## src/rtl/swd_pkg.sv

```systemverilog
package swd_pkg;

  localparam int NSTAGE = 4;
  localparam int DW     = 32;
  localparam int AW     = 4;
  localparam int PREW   = 16;
  localparam int LENW   = 3;

  typedef enum logic [1:0] {
    ACT_NONE = 2'd0,
    ACT_IRQ  = 2'd1,
    ACT_CPU  = 2'd2,
    ACT_SYS  = 2'd3
  } act_e;

  localparam logic [AW-1:0] A_CTRL     = 4'd0;
  localparam logic [AW-1:0] A_PRESCALE = 4'd1;
  localparam logic [AW-1:0] A_TO0      = 4'd2;
  localparam logic [AW-1:0] A_COMMIT   = 4'd6;
  localparam logic [AW-1:0] A_FEED     = 4'd7;
  localparam logic [AW-1:0] A_KEY      = 4'd8;
  localparam logic [AW-1:0] A_IRQ      = 4'd9;

  // pulse width code to nanoseconds
  function automatic int unsigned code_ns(logic [LENW-1:0] c);
    case (c)
      3'd0:    return 100;
      3'd1:    return 200;
      3'd2:    return 300;
      3'd3:    return 400;
      3'd4:    return 500;
      3'd5:    return 800;
      3'd6:    return 1600;
      default: return 3200;
    endcase
  endfunction

  function automatic int unsigned ns_to_cycles(int unsigned ns, int unsigned clk_ns);
    return (ns + clk_ns - 1) / clk_ns;
  endfunction

endpackage

```

## src/rtl/swd_regs.sv

```systemverilog
module swd_regs
  import swd_pkg::*;
#(
  parameter int          TW           = 32,
  parameter logic [31:0] KEY          = 32'hC0DE_5AFE,
  parameter int          DEF_TIMEOUT  = 1000,
  parameter logic        BOOT_DEFAULT = 1'b0
) (
  input  logic            clk_i,
  input  logic            rst_i,
  input  logic            wr_en_i,
  input  logic [AW-1:0]   wr_addr_i,
  input  logic [DW-1:0]   wr_data_i,
  output logic            enable_o,
  output logic            boot_o,
  output act_e            act_o     [NSTAGE],
  output logic [TW-1:0]   timeout_o [NSTAGE],
  output logic [PREW-1:0] prescale_o,
  output logic [LENW-1:0] cpu_len_o,
  output logic [LENW-1:0] sys_len_o,
  output logic            irq_en_o,
  output logic            feed_o,
  output logic            irq_clr_o
);

  logic            unlocked_q, enable_q, ien_q;
  logic            sh_boot_q, ac_boot_q;
  logic [PREW-1:0] sh_pre_q, ac_pre_q;
  logic [LENW-1:0] sh_cpu_q, ac_cpu_q, sh_sys_q, ac_sys_q;
  act_e            sh_act_q [NSTAGE];
  act_e            ac_act_q [NSTAGE];
  logic [TW-1:0]   sh_to_q  [NSTAGE];
  logic [TW-1:0]   ac_to_q  [NSTAGE];

  logic wr_ok, commit;
  assign wr_ok  = wr_en_i && unlocked_q && (wr_addr_i != A_KEY);
  assign commit = wr_ok && (wr_addr_i == A_COMMIT);

  always_ff @(posedge clk_i) begin
    if (rst_i) begin
      unlocked_q <= 1'b1;
      enable_q   <= 1'b0;
      ien_q      <= 1'b0;
      sh_boot_q  <= BOOT_DEFAULT;
      ac_boot_q  <= BOOT_DEFAULT;
      sh_pre_q   <= PREW'(1);
      ac_pre_q   <= PREW'(1);
      sh_cpu_q   <= '0;
      ac_cpu_q   <= '0;
      sh_sys_q   <= '0;
      ac_sys_q   <= '0;
      for (int i = 0; i < NSTAGE; i++) begin
        sh_act_q[i] <= ACT_NONE;
        ac_act_q[i] <= ACT_NONE;
        sh_to_q[i]  <= TW'(DEF_TIMEOUT);
        ac_to_q[i]  <= TW'(DEF_TIMEOUT);
      end
    end else begin
      if (wr_en_i && wr_addr_i == A_KEY)
        unlocked_q <= (wr_data_i == KEY);
      if (wr_ok) begin
        case (wr_addr_i)
          A_CTRL: begin
            enable_q  <= wr_data_i[0];
            sh_boot_q <= wr_data_i[1];
            for (int i = 0; i < NSTAGE; i++)
              sh_act_q[i] <= act_e'(wr_data_i[2+2*i +: 2]);
            sh_cpu_q <= wr_data_i[10 +: LENW];
            sh_sys_q <= wr_data_i[13 +: LENW];
          end
          A_PRESCALE: sh_pre_q <= wr_data_i[PREW-1:0];
          A_IRQ:      ien_q    <= wr_data_i[0];
          default: ;
        endcase
        for (int i = 0; i < NSTAGE; i++)
          if (wr_addr_i == A_TO0 + AW'(i))
            sh_to_q[i] <= wr_data_i[TW-1:0];
      end
      if (commit) begin
        ac_boot_q <= sh_boot_q;
        ac_pre_q  <= sh_pre_q;
        ac_cpu_q  <= sh_cpu_q;
        ac_sys_q  <= sh_sys_q;
        for (int i = 0; i < NSTAGE; i++) begin
          ac_act_q[i] <= sh_act_q[i];
          ac_to_q[i]  <= sh_to_q[i];
        end
      end
    end
  end

  assign enable_o   = enable_q;
  assign boot_o     = ac_boot_q;
  assign prescale_o = ac_pre_q;
  assign cpu_len_o  = ac_cpu_q;
  assign sys_len_o  = ac_sys_q;
  assign irq_en_o   = ien_q;
  assign feed_o     = wr_ok && (wr_addr_i == A_FEED);
  assign irq_clr_o  = wr_ok && (wr_addr_i == A_IRQ) && wr_data_i[1];

  for (genvar g = 0; g < NSTAGE; g++) begin : g_out
    assign act_o[g]     = ac_act_q[g];
    assign timeout_o[g] = ac_to_q[g];
  end

  // a locked block ignores every write except the key
  assert_locked_ignore_R6: assert property (@(posedge clk_i) disable iff (rst_i)
    (wr_en_i && !unlocked_q && wr_addr_i != A_KEY)
      |=> ($stable(enable_q) && $stable(sh_pre_q) && $stable(ien_q) && $stable(ac_pre_q)));

  // active configuration only moves on a commit write
  assert_commit_only_R7: assert property (@(posedge clk_i) disable iff (rst_i)
    !commit |=> ($stable(ac_pre_q) && $stable(ac_boot_q) && $stable(ac_cpu_q) && $stable(ac_sys_q)));

endmodule

```

## src/rtl/swd_core.sv

```systemverilog
module swd_core
  import swd_pkg::*;
#(
  parameter int TW = 32
) (
  input  logic            clk_i,
  input  logic            rst_i,
  input  logic            run_i,
  input  logic            feed_i,
  input  logic [PREW-1:0] prescale_i,
  input  logic [TW-1:0]   timeout_i [NSTAGE],
  input  act_e            act_i     [NSTAGE],
  output logic            expire_o,
  output act_e            fire_act_o
);

  localparam int SW = $clog2(NSTAGE);

  logic [PREW-1:0] pcnt_q;
  logic [TW-1:0]   tcnt_q;
  logic [SW-1:0]   stage_q;

  logic [PREW-1:0] pre_eff;
  logic [TW-1:0]   to_eff;
  logic            tick, last;

  assign pre_eff    = (prescale_i == '0) ? PREW'(1) : prescale_i;
  assign to_eff     = (timeout_i[stage_q] == '0) ? TW'(1) : timeout_i[stage_q];
  assign tick       = run_i && (pcnt_q >= pre_eff - PREW'(1));
  assign last       = (tcnt_q >= to_eff - TW'(1));
  assign expire_o   = tick && last && !feed_i;
  assign fire_act_o = act_i[stage_q];

  always_ff @(posedge clk_i) begin
    if (rst_i || !run_i || feed_i) begin
      pcnt_q  <= '0;
      tcnt_q  <= '0;
      stage_q <= '0;
    end else begin
      pcnt_q <= tick ? '0 : pcnt_q + PREW'(1);
      if (tick) begin
        if (last) begin
          tcnt_q  <= '0;
          stage_q <= (stage_q == SW'(NSTAGE-1)) ? '0 : stage_q + SW'(1);
        end else begin
          tcnt_q <= tcnt_q + TW'(1);
        end
      end
    end
  end

  // a feed restarts the sequence
  assert_feed_restart_R3: assert property (@(posedge clk_i) disable iff (rst_i)
    feed_i |=> (stage_q == '0 && tcnt_q == '0 && pcnt_q == '0));

  // stopped watchdog is held at stage 0
  assert_idle_hold_R10: assert property (@(posedge clk_i) disable iff (rst_i)
    !run_i |=> (stage_q == '0 && tcnt_q == '0));

  // the stage only moves on an expiry
  assert_stage_steady_R1: assert property (@(posedge clk_i) disable iff (rst_i)
    (run_i && !feed_i && !expire_o) |=> $stable(stage_q));

endmodule

```

## src/rtl/swd_pulse.sv

```systemverilog
module swd_pulse
  import swd_pkg::*;
#(
  parameter int CLK_NS = 5
) (
  input  logic            clk_i,
  input  logic            rst_i,
  input  logic            trig_i,
  input  logic [LENW-1:0] len_code_i,
  output logic            pulse_o
);

  localparam int MAXC = (3200 + CLK_NS - 1) / CLK_NS;
  localparam int CW   = $clog2(MAXC + 1);

  logic [CW-1:0] cnt_q;
  logic [CW-1:0] load;

  assign load = CW'(ns_to_cycles(code_ns(len_code_i), CLK_NS));

  always_ff @(posedge clk_i) begin
    if (rst_i)               cnt_q <= '0;
    else if (trig_i)         cnt_q <= load;
    else if (cnt_q != '0)    cnt_q <= cnt_q - CW'(1);
  end

  assign pulse_o = (cnt_q != '0);

  // trigger starts the pulse on the next cycle
  assert_pulse_start_R5: assert property (@(posedge clk_i) disable iff (rst_i)
    trig_i |=> pulse_o);

  // pulse ends only once its count is used up
  assert_pulse_end_R5: assert property (@(posedge clk_i) disable iff (rst_i)
    $fell(pulse_o) |-> ($past(cnt_q) == CW'(1)));

endmodule

```

## src/rtl/stage_watchdog.sv

```systemverilog
module stage_watchdog
  import swd_pkg::*;
#(
  parameter int          TW           = 32,
  parameter logic [31:0] KEY          = 32'hC0DE_5AFE,
  parameter int          CLK_NS       = 5,
  parameter int          DEF_TIMEOUT  = 1000,
  parameter logic        BOOT_DEFAULT = 1'b0
) (
  input  logic          clk_i,
  input  logic          rst_i,
  input  logic          wr_en_i,
  input  logic [3:0]    wr_addr_i,
  input  logic [31:0]   wr_data_i,
  output logic          irq_o,
  output logic          cpu_rst_o,
  output logic          sys_rst_o
);

  localparam int NPULSE = 2;

  logic            enable, boot, irq_en, feed, irq_clr, expire;
  act_e            acts [NSTAGE];
  act_e            fire_act;
  logic [TW-1:0]   tos  [NSTAGE];
  logic [PREW-1:0] prescale;
  logic [LENW-1:0] cpu_len, sys_len;
  logic [NPULSE-1:0] pulse;
  logic            irq_st_q, irq_set;

  swd_regs #(
    .TW(TW), .KEY(KEY), .DEF_TIMEOUT(DEF_TIMEOUT), .BOOT_DEFAULT(BOOT_DEFAULT)
  ) regs_i (
    .clk_i(clk_i), .rst_i(rst_i),
    .wr_en_i(wr_en_i), .wr_addr_i(wr_addr_i), .wr_data_i(wr_data_i),
    .enable_o(enable), .boot_o(boot), .act_o(acts), .timeout_o(tos),
    .prescale_o(prescale), .cpu_len_o(cpu_len), .sys_len_o(sys_len),
    .irq_en_o(irq_en), .feed_o(feed), .irq_clr_o(irq_clr)
  );

  swd_core #(.TW(TW)) core_i (
    .clk_i(clk_i), .rst_i(rst_i),
    .run_i(enable || boot), .feed_i(feed),
    .prescale_i(prescale), .timeout_i(tos), .act_i(acts),
    .expire_o(expire), .fire_act_o(fire_act)
  );

  for (genvar g = 0; g < NPULSE; g++) begin : g_pulse
    localparam act_e MYACT = (g == 0) ? ACT_CPU : ACT_SYS;
    swd_pulse #(.CLK_NS(CLK_NS)) pulse_i (
      .clk_i(clk_i), .rst_i(rst_i),
      .trig_i(expire && fire_act == MYACT),
      .len_code_i((g == 0) ? cpu_len : sys_len),
      .pulse_o(pulse[g])
    );
  end

  assign cpu_rst_o = pulse[0];
  assign sys_rst_o = pulse[1];

  assign irq_set = expire && (fire_act == ACT_IRQ);

  always_ff @(posedge clk_i) begin
    if (rst_i)        irq_st_q <= 1'b0;
    else if (irq_set) irq_st_q <= 1'b1;
    else if (irq_clr) irq_st_q <= 1'b0;
  end

  assign irq_o = irq_st_q && irq_en;

  // a clear with no concurrent set drops the request
  assert_irq_clear_R9: assert property (@(posedge clk_i) disable iff (rst_i)
    (irq_clr && !irq_set) |=> !irq_o);

  // an interrupt-action expiry latches the status
  assert_irq_set_R2: assert property (@(posedge clk_i) disable iff (rst_i)
    irq_set |=> irq_st_q);

endmodule

```

## config.mk

```make
export PLATFORM = sky130hd
export DESIGN_NAME = stage_watchdog
export DESIGN_NICKNAME = d
export VERILOG_FILES = /design/src/rtl/swd_pkg.sv /design/src/rtl/swd_regs.sv /design/src/rtl/swd_core.sv /design/src/rtl/swd_pulse.sv /design/src/rtl/stage_watchdog.sv
export SDC_FILE = /design/constraint.sdc
export NUM_CORES = 1
export LEC_CHECK = 0
export ABC_AREA = 1
export BUFFER_PORTS_ARGS = -buffer_cell sky130_fd_sc_hd__buf_2
export CAP_MARGIN = 10
export CORE_MARGIN = 3
export CORE_UTILIZATION = 49
export DETAILED_ROUTE_END_ITERATION = 8
export PLACE_DENSITY = 0.62
export SYNTH_ARGS = -nofsm -noshare
export SYNTH_HDL_FRONTEND = slang
export SYNTH_SLANG_ARGS = --single-unit
```

## constraint.sdc

```tcl
create_clock -name clk_i -period 7.8 [get_ports clk_i]
set_input_delay 1.56 -clock clk_i [delete_from_list [all_inputs] [get_ports clk_i]]
set_output_delay 1.56 -clock clk_i [all_outputs]
set_load 0.05 [all_outputs]
```

==> impl_metrics.py, run 1 <==
metrics = {
    "status": {
        "status": "finished clean",
    },
    "critical_path": {
        "critPathKind": "reg -> reg",
        "worstPathMaxFanout": 37,
        "cp_slowest_cell": "dfxtp_2",
        "cpPeakStageDelay_ps": 470,
        "required_ps": 8290,
        "cp.arrival_ps": 7530,
        "start_kind": "flop",
        "cp-end-kind": "flop",
        "reg2reg_depth": 40,
        "critPathMostFrequentCell": "inv_1",
    },
    "clocking": {
        "ctsHtreeMaxLevel": 2,
        "cts_made_buffers": 41,
        "cts_hold_buffers": 0,
        "root_buffer": "clkbuf_16",
        "clkSlewWorstSetupHoldPaths_ps": 60,
        "clock_path_buffers": 3,
        "insertion_delay_ps": 540,
        "tritoncts": "done",
        "cts.sinks": 392,
    },
    "grt": {
        "overflow": 0,
        "grt_pass1_wl_mm": 85.5,
        "grt_pass1_vias": 17200,
        "grt_max_degree": 100,
        "antenna_found_initial": 2,
        "grt_use_total_pct": 22.2,
    },
    "power_and_ir_drop": {
        "power.density_nw_per_um2": 211,
        "irDropWorstVdd_v": 0.000149,
        "p_leak_uw": 0.0106,
        "finalPower_uw": 5120,
    },
    "cells_and_area": {
        "multi_input_area_sq_um": 9550,
        "postLayoutCoreUtil_pct": 54.6,
        "syn_to_final_growth_pct": 10.1,
        "layout.nets": 2879,
        "num-fill-cells": 4167,
        "drive_above_1_share_pct": 9.90,
        "final_cells": 3389,
        "layout.area.seq_sq_um": 10600,
        "n_antenna_cell": 0,
    },
    "drt": {
        "wl_per_cell_microns": 15.6,
        "drc": 0,
        "routed_via_density": 5.24,
        "routed_wl_mm": 53.0,
        "ant_nets": 0,
        "vias": 17800,
        "dr.first_iter.drc_count": 1144,
        "first_pass_iters": 5,
    },
    "timing": {
        "max-slew-margin-rel_pct": 26.9,
        "fin_skew_ps": 18.5,
        "setup_viol": 0,
        "worst_pin_slew_ps": 1090,
        "min_period_ps": 7040,
        "setup_tns_ps": 0,
        "slew_violations": 0,
        "hold-worst-slack_ps": 469,
        "fmax_mhz": 142,
        "finalHoldViolCount": 0,
        "period_share_pct": 90.3,
    },
    "synth": {
        "ys_seq_area_share_pct": 48.0,
        "avgSynthCellArea_sq_um": 8.06,
        "syn_nets": 2841,
        "synth_edf_count": 272,
        "synth_ff_type": "edfxtp_1",
        "synth_warnings": 0,
        "synth_cell_types": 63,
        "synth-seq-cells": 392,
        "synthCells": 2729,
        "async_flop_share_pct": 0,
        "syn_area_sq_um": 22000,
    },
    "worst_hold_path": {
        "hold_class": "reg -> reg",
        "worstHoldPathCells": 2,
    },
    "die": {
        "num_rows": 77,
        "core-area_sq_um": 44300,
        "fp.dieH_microns": 218,
        "initial_utilization_pct": 49.6,
        "die_area_sq_um": 47500,
        "ios": 42,
        "die_x_microns": 218,
    },
    "placement": {
        "dp_hpwl_mm": 37.1,
        "place_inst": 3313,
        "io_buffers": 41,
        "gp_congestion": 0.868,
    },
    "job": {
        "maxCapViolCount": 0,
    },
}
-- cell families (layout without fill, tap and decap cells) --
kind of cell | after synthesis | in the layout | synth area share [%]
AOI/OAI and AO/OA | 322 | 322 | 8.79
xor gates and xnor gates | 59 | 59 | 2.35
adders and majority gates | 73 | 73 | 4.15
buffers and inverters | 502 | 570 | 8.83
DFF | 392 | 392 | 48.0
and+or+nand+nor | 1381 | 1381 | 27.8
-- layout by cell type, fill, tap and decap left out, types with 20 or more instances in the layout --
| cell type | n |
|---|---|
| xor2_1 | 40 |
| buf_2 | 41 |
| edfxtp_1 | 272 |
| or2_2 | 26 |
| nor4_1 | 20 |
| ha_1 | 72 |
| nand2_1 | 573 |
| dfxtp_1 | 115 |
| nor2_1 | 440 |
| clkbuf_16 | 42 |
| a21oi_1 | 117 |
| inv_1 | 402 |
| a32o_1 | 24 |
| o21ai_0 | 94 |
| nand3_1 | 129 |
| nor3_1 | 38 |
| nand4_1 | 36 |
| o22ai_1 | 29 |
| buf_4 | 23 |
| nand2_2 | 37 |
-- stage by stage --
stage / setup slack, ps / cell area (sq um)
after floorplan: 1210 / 22000
final: 760 / 24200
after detailed placement: 91.9 / 22800
after global routing: -28.3 / 24200
after global placement: 194 / 22800
after CTS: 42.6 / 24100
-- metal layers --
layer	vias up	global-route usage [%]	share of wire [%]
met5	-	0	0.040
met4	4	6.52	2.4
met3	96	3.12	4.0
met2	311	40.9	50
met1	8378	27.0	43
li1	8967	-	-
-- where the power goes --
group          switching (uW)  total (uW)  internal, uW
Sequential               37.5        2350          2310
Clock                     797        1920          1120
Combinational             579         855           276
Total                    1410        5120          3710
-- flip-flops by register name, summed over array words and instances (netlist names) --
signal,cells
regs_i.sh_sys_q,3
regs_i.ac_to_q,128
regs_i.ac_act_q,8
core_i.stage_q,2
regs_i.sh_boot_q,1
regs_i.irq_en_o,1
regs_i.sh_cpu_q,3
regs_i.sys_len_o,3
g_pulse.pulse_i.cnt_q,20
regs_i.sh_act_q,8
core_i.tcnt_q,32
core_i.pcnt_q,16
regs_i.unlocked_q,1
regs_i.sh_to_q,128
regs_i.cpu_len_o,3
regs_i.prescale_o,16
regs_i.sh_pre_q,16
regs_i.boot_o,1
irq_st_q,1
regs_i.enable_o,1
-- cells in the mapped netlist, drive strengths merged, types with 2 or more instances --
master	count	area [sq um]
nand2	622	2520
nor2	463	1850
edfxtp	272	8170
o211ai	5	37.5
o21bai	6	45.0
clkinv	9	38.8
a211oi	9	67.6
nor4	21	131
nand4	36	225
or2	28	175
buf	13	98.8
nand3b	15	113
clkbuf	57	214
a31oi	4	25.0
inv	423	1590
a32o	24	240
xnor2	19	166
nor3b	4	30.0
a32oi	5	43.8
o21a	4	30.0
nor3	42	215
a21boi	3	22.5
nand3	147	843
a21oi	118	594
xor2	40	350
a221oi	2	17.5
dfxtp	120	2400
o21ai	103	542
o22ai	29	181
ha	73	913
-- critical path: cells and delay by family (launching register included) --
family	cells	cell delay [ps]
AND/OR/NAND/NOR	22	3490
buffers and inverters	11	1480
AO/OA/AOI/OAI	4	950
adder cells (fa/ha/maj)	2	490
flip-flops	1	470
XOR/XNOR	1	120
-- cell type report --
cell class | count | area share (%)
Clock inverter | 15 | 0.692
Timing Repair Buffer | 65 | 1.64
Tap cell | 592 | 3.06
Multi-Input combinational cell | 1835 | 39.4
Sequential cell | 392 | 43.7
Clock buffer | 58 | 4.71
Inverter | 432 | 6.78
-- path summary, 6_finish.rpt --
path,startpoint,to,slack [ps]
worst max-delay path,core_i.stage_q[1],g_pulse[0].pulse_i.cnt_q[1],760
worst min-delay path,regs_i.sh_pre_q[12],regs_i.prescale_o[12],470
worst max register to register,core_i.stage_q[1],g_pulse[0].pulse_i.cnt_q[1],760
worst min register to register,regs_i.sh_pre_q[12],regs_i.prescale_o[12],470
-- timing repair --
| action | in CTS | in global routing |
|---|---|---|
| setup buffers | 0 | 3 |
| endpoints found under the setup margin | 0 | 32 |
| resized for setup | 0 | 24 |
Note: power is estimated with default switching activity, not from simulation.
==> run 2: changes to the inputs <==
- CTS_BUF_LIST: default -> sky130_fd_sc_hd__clkbuf_4
- GPL_TIMING_DRIVEN: default -> 0
==> impl_metrics.py, run 2 (synthesized netlist as in run 1, its figures left out) <==
metrics = {
    "job": {
        "maxCapViolCount": 0,
    },
    "clocking": {
        "cts_hold_buffers": 0,
        "cts.sinks": 392,
        "tritoncts": "done",
        "insertion_delay_ps": 810,
        "cts_made_buffers": 99,
        "ctsHtreeMaxLevel": 3,
        "clkSlewWorstSetupHoldPaths_ps": 70,
        "root_buffer": "clkbuf_4",
        "clock_path_buffers": 3,
    },
    "drt": {
        "drc": 0,
        "dr_wl_met2_mm": 27.3,
        "dr_wl_met3_mm": 3.09,
        "routed.top_layer": "met5",
        "vias": 18400,
        "wl_per_cell_microns": 15.7,
        "first_pass_iters": 5,
        "dr.first_iter.drc_count": 1421,
        "ant_nets": 0,
        "drt-met1-wl_mm": 23.1,
        "routed_wl_mm": 55.5,
        "routed_via_density": 5.17,
    },
    "die": {
        "fp.dieH_microns": 218,
        "core-area_sq_um": 44300,
        "ios": 42,
        "initial_utilization_pct": 49.6,
        "die_area_sq_um": 47500,
        "num_rows": 77,
        "die_x_microns": 218,
    },
    "critical_path": {
        "cp.arrival_ps": 7880,
        "cpPeakStageDelay_ps": 390,
        "start_kind": "flop",
        "cp_slowest_cell": "dfxtp_2",
        "path_delay_family": "simple AND/OR/NAND/NOR gates",
        "required_ps": 8530,
        "worstPathMaxFanout": 10,
        "critPathMostFrequentCell": "inv_1",
        "cp-end-kind": "flop",
        "critPathKind": "reg -> reg",
        "path_buf_inv": 12,
    },
    "cells_and_area": {
        "multi_input_area_sq_um": 9660,
        "layout.nets": 3000,
        "final_cells": 3548,
        "final_cell_mix": "nand2_1 (565), nor2_1 (438), inv_1 (401)",
        "reg_top3": "regs_i.ac_to_q (128), regs_i.sh_to_q (128), core_i.tcnt_q (32)",
        "syn_to_final_growth_pct": 11.8,
        "postLayoutCoreUtil_pct": 55.5,
        "drive_above_1_share_pct": 13.7,
        "layout.area.seq_sq_um": 10600,
        "mostFrequentLayoutCell": "nand2_1",
        "num-fill-cells": 4230,
    },
    "timing": {
        "setup_tns_ps": 0,
        "period_share_pct": 91.6,
        "fin_skew_ps": 82.5,
        "finalHoldViolCount": 0,
        "fmax_mhz": 140,
        "max-slew-margin-rel_pct": 35.0,
        "worst_pin_slew_ps": 972,
        "fin_ws_ps": 653,
        "min_period_ps": 7150,
        "slew_violations": 0,
        "setup_viol": 0,
        "hold-worst-slack_ps": 459,
    },
    "power_and_ir_drop": {
        "p_leak_uw": 0.0109,
        "irDropWorstVdd_v": 0.000149,
        "power.density_nw_per_um2": 199,
    },
    "grt": {
        "grt_pass1_vias": 17600,
        "antenna_found_initial": 6,
        "overflow": 0,
        "grt_pass1_wl_mm": 88.3,
        "grt_max_degree": 62,
        "grt_use_total_pct": 23.4,
    },
    "status": {
        "status": "finished clean",
    },
    "placement": {
        "dp_hpwl_mm": 41.0,
        "place_inst": 3368,
        "post-place-ws_ps": -1310,
        "io_buffers": 41,
        "gp_congestion": 0.860,
    },
    "worst_hold_path": {
        "hold_class": "reg -> reg",
    },
}
## run 2: cell count changes in the layout (fill, tap and decap cells not counted), moves of 8 or more
cell / before / now
clkbuf_4: 0 / 150
clkbuf_16: 42 / 0
clkbuf_1: 13 / 37
clkinv_1: 9 / 26
clkbuf_2: 0 / 9
nand2_2: 37 / 46
nand2_1: 573 / 565
## run 2: layer usage
metal / vias up / GRT usage [%]
met5: - / 0
met4: 8 / 9.85
met3: 116 / 3.78
met2: 470 / 41.0
met1: 8478 / 28.6
li1: 9287 / -
## run 2: path summary, 6_finish.rpt
kind	from	endpoint	slack, ps	depth (start not counted)
max	core_i.stage_q[1]	g_pulse[0].pulse_i.cnt_q[1]	650	40
min	regs_i.sh_pre_q[10]	regs_i.prescale_o[10]	460	2
max reg2reg	core_i.stage_q[1]	g_pulse[0].pulse_i.cnt_q[1]	650	40
min reg2reg	regs_i.sh_pre_q[10]	regs_i.prescale_o[10]	460	2
## run 2: worst min-delay path, delay by kind of cell (launching register included)
kind                   cells  cell delay (ps)
AOI/OAI and AO/OA          1               70
buffers and inverters      1               40
DFF                        1              310
## run 2: through the flow
step / total power (uW) / cell area, sq um
final: 4900 / 24600
after global routing: 5180 / 24600
after CTS: 4940 / 24400
after detailed placement: 3250 / 23100
after global placement: 3240 / 22900
after floorplan: 3060 / 22000
## run 2: repair_timing
action	4_1_cts	5_1_grt
buffers inserted	0	12
resized for setup	22	62
pin swaps	0	8
setup endpoints to repair	50	50
## run 2: power breakdown
group	leakage [uW]	internal, uW	switching (uW)
Clock	0.000713	859	819
Sequential	0.00362	2310	37.9
Combinational	0.00657	294	582
Total	0.0109	3460	1440
## run 2: layout make-up
cell class | count | share of cell area [%]
buffer | 69 | 1.48
tap | 592 | 3.01
antenna | 2 | 0.0203
multi-input combinational | 1835 | 39.3
clock buffer | 141 | 4.30
sequential | 392 | 43.0
inverter | 432 | 6.63
timing repair buffer | 59 | 1.73
clock inverter | 26 | 0.570
